<file path="src/rtl/pset_score_core.sv">
module pset_score_core #(
  parameter int NW    = 8,
  parameter int SW    = 16,
  parameter int DEPTH = 32
)(
  input  logic          clk,
  input  logic          rst_n,
  input  logic          ld_clr,
  input  logic          ld_valid,
  input  logic [NW-1:0] ld_mask,
  input  logic [SW-1:0] ld_score,
  input  logic          start,
  input  logic [NW-1:0] order,
  output logic          busy,
  output logic          res_valid,
  output logic [SW-1:0] res_sum,
  output logic          best_valid,
  output logic [NW-1:0] best_mask,
  output logic [SW-1:0] best_score,
  output logic          bypass
);
  localparam int CW = $clog2(DEPTH + 1);
  localparam int IW = $clog2(DEPTH);
  localparam logic [CW-1:0] FULL = CW'(DEPTH);
  localparam logic signed [SW-1:0] SMIN = {1'b1, {(SW-1){1'b0}}};

  function automatic logic [2:0] corr(input logic [SW:0] d);
    if (d > (SW+1)'(13)) return 3'd0;
    case (d[3:0])
      4'd0, 4'd1:             return 3'd4;
      4'd2, 4'd3:             return 3'd3;
      4'd4, 4'd5, 4'd6, 4'd7: return 3'd2;
      default:                return 3'd1;
    endcase
  endfunction

  function automatic logic signed [SW-1:0] maxs(input logic signed [SW-1:0] a, b);
    return (a >= b) ? a : b;
  endfunction

  function automatic logic [SW:0] gap(input logic signed [SW-1:0] a, b);
    return (a >= b) ? ({a[SW-1], a} - {b[SW-1], b}) : ({b[SW-1], b} - {a[SW-1], a});
  endfunction

  function automatic logic signed [SW-1:0] ladd(input logic signed [SW-1:0] a, b);
    return maxs(a, b) + $signed({{(SW-3){1'b0}}, corr(gap(a, b))});
  endfunction

  logic [NW-1:0]        mmask  [DEPTH];
  logic signed [SW-1:0] mscore [DEPTH];
  logic [CW-1:0]        cnt;

  logic                 run;
  logic [CW-1:0]        idx;
  logic [NW-1:0]        ord_q;
  logic                 s0_v, s1_v, s1_first;
  logic [1:0]           s0_t, s1_t;
  logic [NW-1:0]        s0_m;
  logic signed [SW-1:0] s0_s, s1_mx;
  logic [SW:0]          s1_d;
  logic signed [SW-1:0] acc [4];
  logic [3:0]           av;
  logic [2:0]           mcnt;
  logic [1:0]           mj;
  logic signed [SW-1:0] res_q, bs_q;
  logic                 res_v;

  wire load_ok = !busy && !ld_clr && ld_valid && (cnt != FULL);
  wire compat  = s0_v && ((s0_m & ~ord_q) == '0);
  wire s0_has  = av[s0_t];
  assign mj    = 2'(mcnt - 3'd2);

  assign bypass     = (cnt == '0);
  assign res_sum    = res_v ? res_q : SMIN;
  assign best_score = bs_q;

  always_ff @(posedge clk)
    if (load_ok) begin
      mmask[cnt[IW-1:0]]  <= ld_mask;
      mscore[cnt[IW-1:0]] <= ld_score;
    end

  always_ff @(posedge clk or negedge rst_n)
    if (!rst_n)                    cnt <= '0;
    else if (!busy && ld_clr)      cnt <= '0;
    else if (load_ok)              cnt <= cnt + 1'b1;

  always_ff @(posedge clk or negedge rst_n) begin
    if (!rst_n) begin
      busy <= 1'b0; run <= 1'b0; idx <= '0; ord_q <= '0;
      s0_v <= 1'b0; s0_t <= '0; s0_m <= '0; s0_s <= '0;
      s1_v <= 1'b0; s1_t <= '0; s1_first <= 1'b0; s1_mx <= '0; s1_d <= '0;
      for (int t = 0; t < 4; t++) acc[t] <= '0;
      av <= '0; mcnt <= '0; res_q <= '0; res_v <= 1'b0; res_valid <= 1'b0;
      best_valid <= 1'b0; best_mask <= '0; bs_q <= '0;
    end else begin
      res_valid <= 1'b0;
      if (start && !busy) begin
        busy <= 1'b1; run <= 1'b1; idx <= '0; ord_q <= order;
        av <= '0; res_v <= 1'b0; best_valid <= 1'b0;
      end

      s0_v <= 1'b0;
      if (run) begin
        if (idx == cnt) begin
          run  <= 1'b0;
          mcnt <= 3'd1;
        end else begin
          s0_v <= 1'b1;
          s0_t <= idx[1:0];
          s0_m <= mmask[idx[IW-1:0]];
          s0_s <= mscore[idx[IW-1:0]];
          idx  <= idx + 1'b1;
        end
      end

      s1_v     <= compat;
      s1_t     <= s0_t;
      s1_first <= !s0_has;
      s1_mx    <= s0_has ? maxs(acc[s0_t], s0_s) : s0_s;
      s1_d     <= s0_has ? gap(acc[s0_t], s0_s) : '0;
      if (compat && (!best_valid || s0_s > bs_q)) begin
        best_valid <= 1'b1;
        best_mask  <= s0_m;
        bs_q       <= s0_s;
      end

      if (s1_v) begin
        acc[s1_t] <= s1_first ? s1_mx : s1_mx + $signed({{(SW-3){1'b0}}, corr(s1_d)});
        av[s1_t]  <= 1'b1;
      end

      if (mcnt != 3'd0) begin
        mcnt <= mcnt + 3'd1;
        if (mcnt >= 3'd2 && av[mj]) begin
          res_q <= res_v ? ladd(res_q, acc[mj]) : acc[mj];
          res_v <= 1'b1;
        end
        if (mcnt == 3'd5) begin
          mcnt      <= 3'd0;
          busy      <= 1'b0;
          res_valid <= 1'b1;
        end
      end
    end
  end
endmodule


</file>
<file path="config.mk">
export PLATFORM = sky130hd
export DESIGN_NAME = pset_score_core
export DESIGN_NICKNAME = d
export VERILOG_FILES = /design/src/rtl/pset_score_core.sv
export SDC_FILE = /design/constraint.sdc
export NUM_CORES = 1
export LEC_CHECK = 0
export ABC_AREA = 1
export BUFFER_PORTS_ARGS = -buffer_cell sky130_fd_sc_hd__buf_2
export CELL_PAD_IN_SITES_DETAIL_PLACEMENT = 1
export CELL_PAD_IN_SITES_GLOBAL_PLACEMENT = 1
export CORE_ASPECT_RATIO = 1.4
export CORE_MARGIN = 3
export CORE_UTILIZATION = 50
export CTS_BUF_LIST = sky130_fd_sc_hd__clkbuf_16
export DETAILED_ROUTE_END_ITERATION = 12
export PLACE_DENSITY = 0.8
export SETUP_SLACK_MARGIN = 0.2
export SLEW_MARGIN = 15
export SYNTH_ARGS = -nofsm -noshare
export SYNTH_HDL_FRONTEND = slang
export SYNTH_SLANG_ARGS = --single-unit
</file>
<file path="constraint.sdc">
create_clock -name clk -period 6.2 [get_ports clk]
set_input_delay 1.24 -clock clk [delete_from_list [all_inputs] [get_ports clk]]
set_output_delay 1.24 -clock clk [all_outputs]
set_load 0.005 [all_outputs]
</file>
Word-level counts from Yosys, hierarchy flattened
Memory sizes are Yosys's and may differ from the RTL's. A register that Yosys moved wholly into a read port is not among the register bits.
Cells that the tools add are included.
W data, S select, Z words.
Word-level totals
  register bits after elaboration: 176
  latch bits: 0
  bits in writable memories: 768
  memory bits (read-only): 48
  input bits: 37
  output and inout bits: 44
  logic and storage cells: 155
  memories kept: 4
Operators by class
  $add $sub $neg: 10
  multiply operators: 0
  divide/modulo/power cells: 0
  order comparisons: 14
  equality and inequality tests: 3
  shift-type cells: 0
  multiplexer cells: 66
  bitwise gates (word level): 7
  reduce and logical (&&, ||, !) cells: 27
Memory list
  mscore: words 32, width 16, read ports 1, clocked after Yosys merged registers in 1, wr ports 1, line 50  | logic signed [SW-1:0] mscore [DEPTH];
  mmask: words 32, width 8, read ports 1, clocked after Yosys merged registers in 1, wr ports 1, line 49  | logic [NW-1:0] mmask [DEPTH];
  (no name shown): words 8, width 3, read ports 1, clocked after Yosys merged registers in 0, wr ports 0, line 29  | case (d[3:0])
  (no name shown): words 8, width 3, read ports 1, clocked after Yosys merged registers in 0, wr ports 0, line 29
Operator list (number)
  $mux W16: 11
  $sub A16 B16 Y17: 4
  $bmux W16 S2: 2
  $bwmux W64: 1
  $mux W17: 3
  $mux W3: 13
  $gt A17 B4 Y1 const B: 2
  $add A16 B4 Y16: 2
  $demux W16 S2: 1
  $ge A16 B16 Y1: 2
  $mux W6: 5
  $mux W1: 25
  $gt A16 B16 Y1: 1
  $add A6 B1 Y6 const B: 2
  $logic_and A1 B1 Y1: 10
  $ge A3 B3 Y1 const B: 3
  $lt A2 B3 Y1 const B: 3
  $not A2 Y3: 3
  $and A8 B8 Y8: 1
  $logic_not A8 Y1: 1
  $mux W4: 2
  $not A8 Y8: 1
  $reduce_bool A2 Y1: 4
  $eq A6 B6 Y1: 1
  16 further kinds: 24

Depth between registers and ports, before layout
  depth after elaboration: 16
  gate-level depth with buffers: 41
  depth with buffers taken out: 40

Worst setup path before layout
Ideal clock, no wire load.
  kind: reg-to-reg
  start point: register mcnt[1]
  end point: register res_q[14]
  library setup time: 0.117 ns
  arrival: 4.713 ns
  data required time: 6.083 ns
  path slack: 1.371 ns
  stages on the path, launching flop included: 35
  path buffers: 4
  period minus slack after synthesis: 4.829 ns
  cell sequence: dfrtp_1 nand2_1 inv_1 buf_2 a221oi_1 o21ai_0 ha_1 buf_6 nand2_2 inv_1 a21oi_2 nand3_2 nand2_2 nand3_2 nand2_4 buf_12 buf_8 nand2_2 a21oi_2 nand2_1 nor2_1 nand2_1 a21oi_1 ha_1 inv_1 fa_1 or2_2 nand2_1 nand3_2 nor2_2 nand3_1 nand2_1 nand3_1 nand2_1 nand2_1
Between the ends
  cells in the longest elaborated chain, start to end: 16
  elaborated cells between the ends (all ways): 27
  classes of those cells: add/sub (4); order compare (3); mux (15); bitwise (1); reduce/logical (3); memory (1)
RTL lines
  from (decl): line 63  | logic [2:0] mcnt;
  from (signal assigned): line 134  | mcnt <= mcnt + 3'd1;
  $sub A2 B2 Y2: line 71  | assign mj = 2'(mcnt - 3'd2);
  $not A2 Y3 (implied by the code): line 136  | res_q <= res_v ? ladd(res_q, acc[mj]) : acc[mj];
  $bmux W16 S2: line 136
  $mux W16 (implied by the code) (2 in series): line 136
  $sub A16 B16 Y17 / $ge A16 B16 Y1 (equally long branches): line 42, 38
  $mux W17: line 42  | return (a >= b) ? ({a[SW-1], a} - {b[SW-1], b}) : ({b[SW-1], b} - {a[SW-1], a});
  $gt A17 B4 Y1: line 28  | if (d > (SW+1)'(13)) return 3'd0;
  $mux W1: line 28
  $mux W1: line 135  | if (mcnt >= 3'd2 && av[mj]) begin
  $mux W1: line 133  | if (mcnt != 3'd0) begin
  $mux W3: line 29
  $mux W3: line 135
  $mux W3: line 133
  $add A16 B4 Y16: line 46  | return maxs(a, b) + $signed({{(SW-3){1'b0}}, corr(gap(a, b))});
  $mux W16: line 136
  to (signal assigned): line 136
  to (decl): line 65  | logic signed [SW-1:0] res_q, bs_q;
Several ways; a longest one is shown, not always the timed one. The select of a mux whose other input is x is not followed.
A chain may end at the register's enable or synchronous reset.

Worst setup path after layout
  start point: register mcnt[0]
  end point: register res_q[14]
Same word-level chain as after synthesis.

==> flow_summary.yaml <==
placed_design:
  dp_cells: 5102
  placed_area_sq_um: 45300
  dp_hpwl_mm: 87.7
  port_buffers: 80
  gp_congestion: 0.928
setup_path:
  crit_slowest_cell: "dfrtp_2"
  regToRegStartpoint: "mcnt[0]"
  crit_required_ns: 6.74
  startpoint: "mcnt[0]"
  path_class: "reg2reg"
  crit_path_max_fanout: 18
  reg2reg_to: "res_q[14]"
  endpoint_kind: "flip-flop"
  r2r_slack_ns: 0.66
  cp_common_cell: "nand2_1"
  r2r_cells: 37
  max_stage_delay_ns: 0.46
  cp.arrival_ns: 6.08
  worstSetupStartpointType: "flip-flop"
  endpoint: "res_q[14]"
final_layout:
  syn2layout_area_growth_pct: 11.3
  stdcell_area_sq_um: 48700
  instances_no_fill: 5289
  nets: 4180
  final_util_pct: 56.5
  drive_gt1_share_pct: 10.1
job:
  drv_cap: 0
power:
  ir_drop_uv: 318
  power.static_leakage_nw: 17.9
  seq_power_share_pct: 30.0
  p_int_w: 0.0150
  switching_power_w: 0.0129
  powerDensity_nw_per_um2: 574
  p_sw_share_pct: 46.2
  clockPowerShare_pct: 20.9
  combPwrFrac_pct: 49.2
floorplan:
  coreArea_sq_um: 86100
  core.rowCount: 127
  die_area_sq_um: 91100
  initial_core_util_pct: 50.8
  die_y_um: 356
  fp.dieW_um: 256
  io-pin-count: 81
logic_synthesis:
  synth_top_area_cell: "edfxtp_1"
  syn_inst: 4040
  synth_top_area_share_pct: 52.7
  postSynth.asyncResetShare_pct: 20.6
  yosysSeqAreaShare_pct: 64.1
  yosys_warnings: 0
  synth_area_leaders: "edfxtp_1 53%, dfrtp_1 11%, o21ai_0 6.6%"
  ys_ff_latch: 967
  synth_nets: 4174
  synth_cell_type_count: 58
  ys.flop_type: "edfxtp_1"
  yosysMostFrequentCell: "edfxtp_1"
  synth_edf_count: 768
  synthTopCellsByCount: "768 x edfxtp_1, 577 x o21ai_0, 553 x nor2_1"
  synthesis.area_sq_um: 43700
  syn_avg_cell_area_sq_um: 10.8
routing:
  drt_iter0_drc: 3178
  routed-via-count: 32713
  post-route-drc-count: 0
  wirelength_mm: 144
  drtAntennaViolNets: 0
  drtPass1Iterations: 6
  wire_per_inst_um: 27.2
  routed_via_density: 6.19
global_routing:
  antenna_found_initial: 13
  track_usage_pct: 31.2
  grt_pass1_wl_mm: 214
  grt_overflow: 0
  first_global_vias: 34659
  grt_max_degree: 205
timing:
  drv_slew: 0
  fin_crit_sh_pct: 89.4
  finalSetupViolations: 0
  worstMarginPinSlew_ns: 1.27
  fin_tns_setup_ns: 0
  rsz0062_at_grt: "no"
  fin_crit_ns: 5.54
  slew_headroom_pct: 15.1
  clock_skew_ns: 0.0375
  hold_viol: 0
  clock.fmax_mhz: 180
clock_network:
  clkTransAtPathRegs_ns: 0.06
  cts_buffers: 94
  clock-sinks: 967
  htree_levels: 3
  clk_latency_ns: 0.68
  cts_tree: "yes"
  clockBufferDepth: 3
  root_buffer: "clkbuf_16"
min_path:
  holdCritPathClass: "reg2reg"
outcome:
  status: "completed"
==> registers in the layout (all words and copies together), names as in the netlist, 2 cells and up <==
register	cells
s0_t	2
av	4
s0_s	16
acc	64
s1_t	2
mcnt	3
mscore	512
idx	6
best_score	16
s0_m	8
mmask	256
s1_d	16
s1_mx	16
ord_q	8
cnt	6
best_mask	8
res_q	16
==> power groups by stage <==
stage	Sequential (W)	Combinational, W	Clock [W]
final	0.00837	0.0137	0.00583
after floorplan	0.00804	0.00933	0
after global routing	0.00843	0.0151	0.00614
after CTS	0.00836	0.0134	0.00588
after detailed placement	0.00847	0.0131	0
after global placement	0.00844	0.0128	0
==> worst min-delay path by stage <==
| stage | start | endpoint | slack, ns | depth (start not counted) |
|---|---|---|---|---|
| floorplan | s0_t[1] | s1_t[1] | 0.38 | 0 |
| global placement | s0_t[1] | s1_t[1] | 0.42 | 0 |
| detailed placement | s0_t[1] | s1_t[1] | 0.42 | 0 |
| CTS | s0_t[1] | s1_t[1] | 0.45 | 0 |
| global route | s0_t[1] | s1_t[1] | 0.48 | 0 |
| finish | s0_t[1] | s1_t[1] | 0.46 | 0 |
==> per-layer routing <==
layer / share of wire (%) / track usage, % / routed length (um)
met3: 5.9 / 4.14 / 8550
met4: 6.6 / 18.2 / 9480
met5: 0.041 / 0 / 59
met1: 36 / 35.6 / 52100
met2: 51 / 56.1 / 73600
==> cell usage in the layout, fill, tap and decap left out, types with 7 or more instances in the layout <==
master / count
edfxtp_1: 768
a21oi_2: 9
o21a_1: 9
nor4_1: 8
a22oi_1: 13
nand4_1: 15
xnor2_1: 11
clkbuf_16: 96
o221ai_1: 193
buf_2: 79
buf_4: 60
ha_2: 11
o21ai_0: 573
o21ai_1: 11
inv_2: 10
clkinv_2: 16
nor3_1: 22
clkinv_1: 24
bufinv_16: 11
o21bai_1: 7
nor2_4: 34
a32oi_1: 17
xor2_1: 49
inv_1: 301
dfrtp_1: 193
nand3_1: 241
ha_1: 77
nor2_1: 522
nand2_2: 18
nand2_1: 490
o22ai_1: 8
a31oi_1: 8
a21o_1: 12
a21oi_1: 107
==> through the flow <==
| stage | power, W | worst slack, ns | hold slack, ns |
|---|---|---|---|
| floorplan | 0.0174 | 1.37 | 0.381 |
| global placement | 0.0212 | -0.0138 | 0.417 |
| detailed placement | 0.0216 | -0.119 | 0.420 |
| CTS | 0.0276 | 0.214 | 0.452 |
| global route | 0.0297 | 0.205 | 0.478 |
| finish | 0.0279 | 0.656 | 0.456 |
==> critical path: cells and delay by family, from the launching register on <==
kind	cells	cell delay, ns
buffers and inverters	4	0.46
DFF	1	0.46
AOI/OAI and AO/OA	4	0.68
adders and majority gates	3	0.96
and+or+nand+nor	26	2.84
==> layout make-up <==
type	instances	area [sq um]
diodes	3	7.51
clock buffers	96	2400
clock inverters	79	698
fillers	9090	37400
inverters	300	1150
multi-input cells	2540	14000
flip-flops and latches	967	28100
well taps	1161	1450
repair buffers	143	920
==> what timing repair did <==
action / 4_1_cts / 5_1_grt
pin swaps: 1 / 5
gates resized for setup: 9 / 36
hold buffers: 0 / 0
cloned: 0 / 1
buffers inserted: 2 / 6
endpoints found under the setup margin: 6 / 13
==> kinds of logic after synthesis <==
logic type                 share of synthesized area (%)
and+or+nand+nor                                     13.2
AOI/OAI and AO/OA                                   13.8
DFF                                                 64.1
buffers and inverters                               4.84
adders and majority gates                           2.88
xor gates and xnor gates                            1.20
Power figures use the tool's default switching activity.
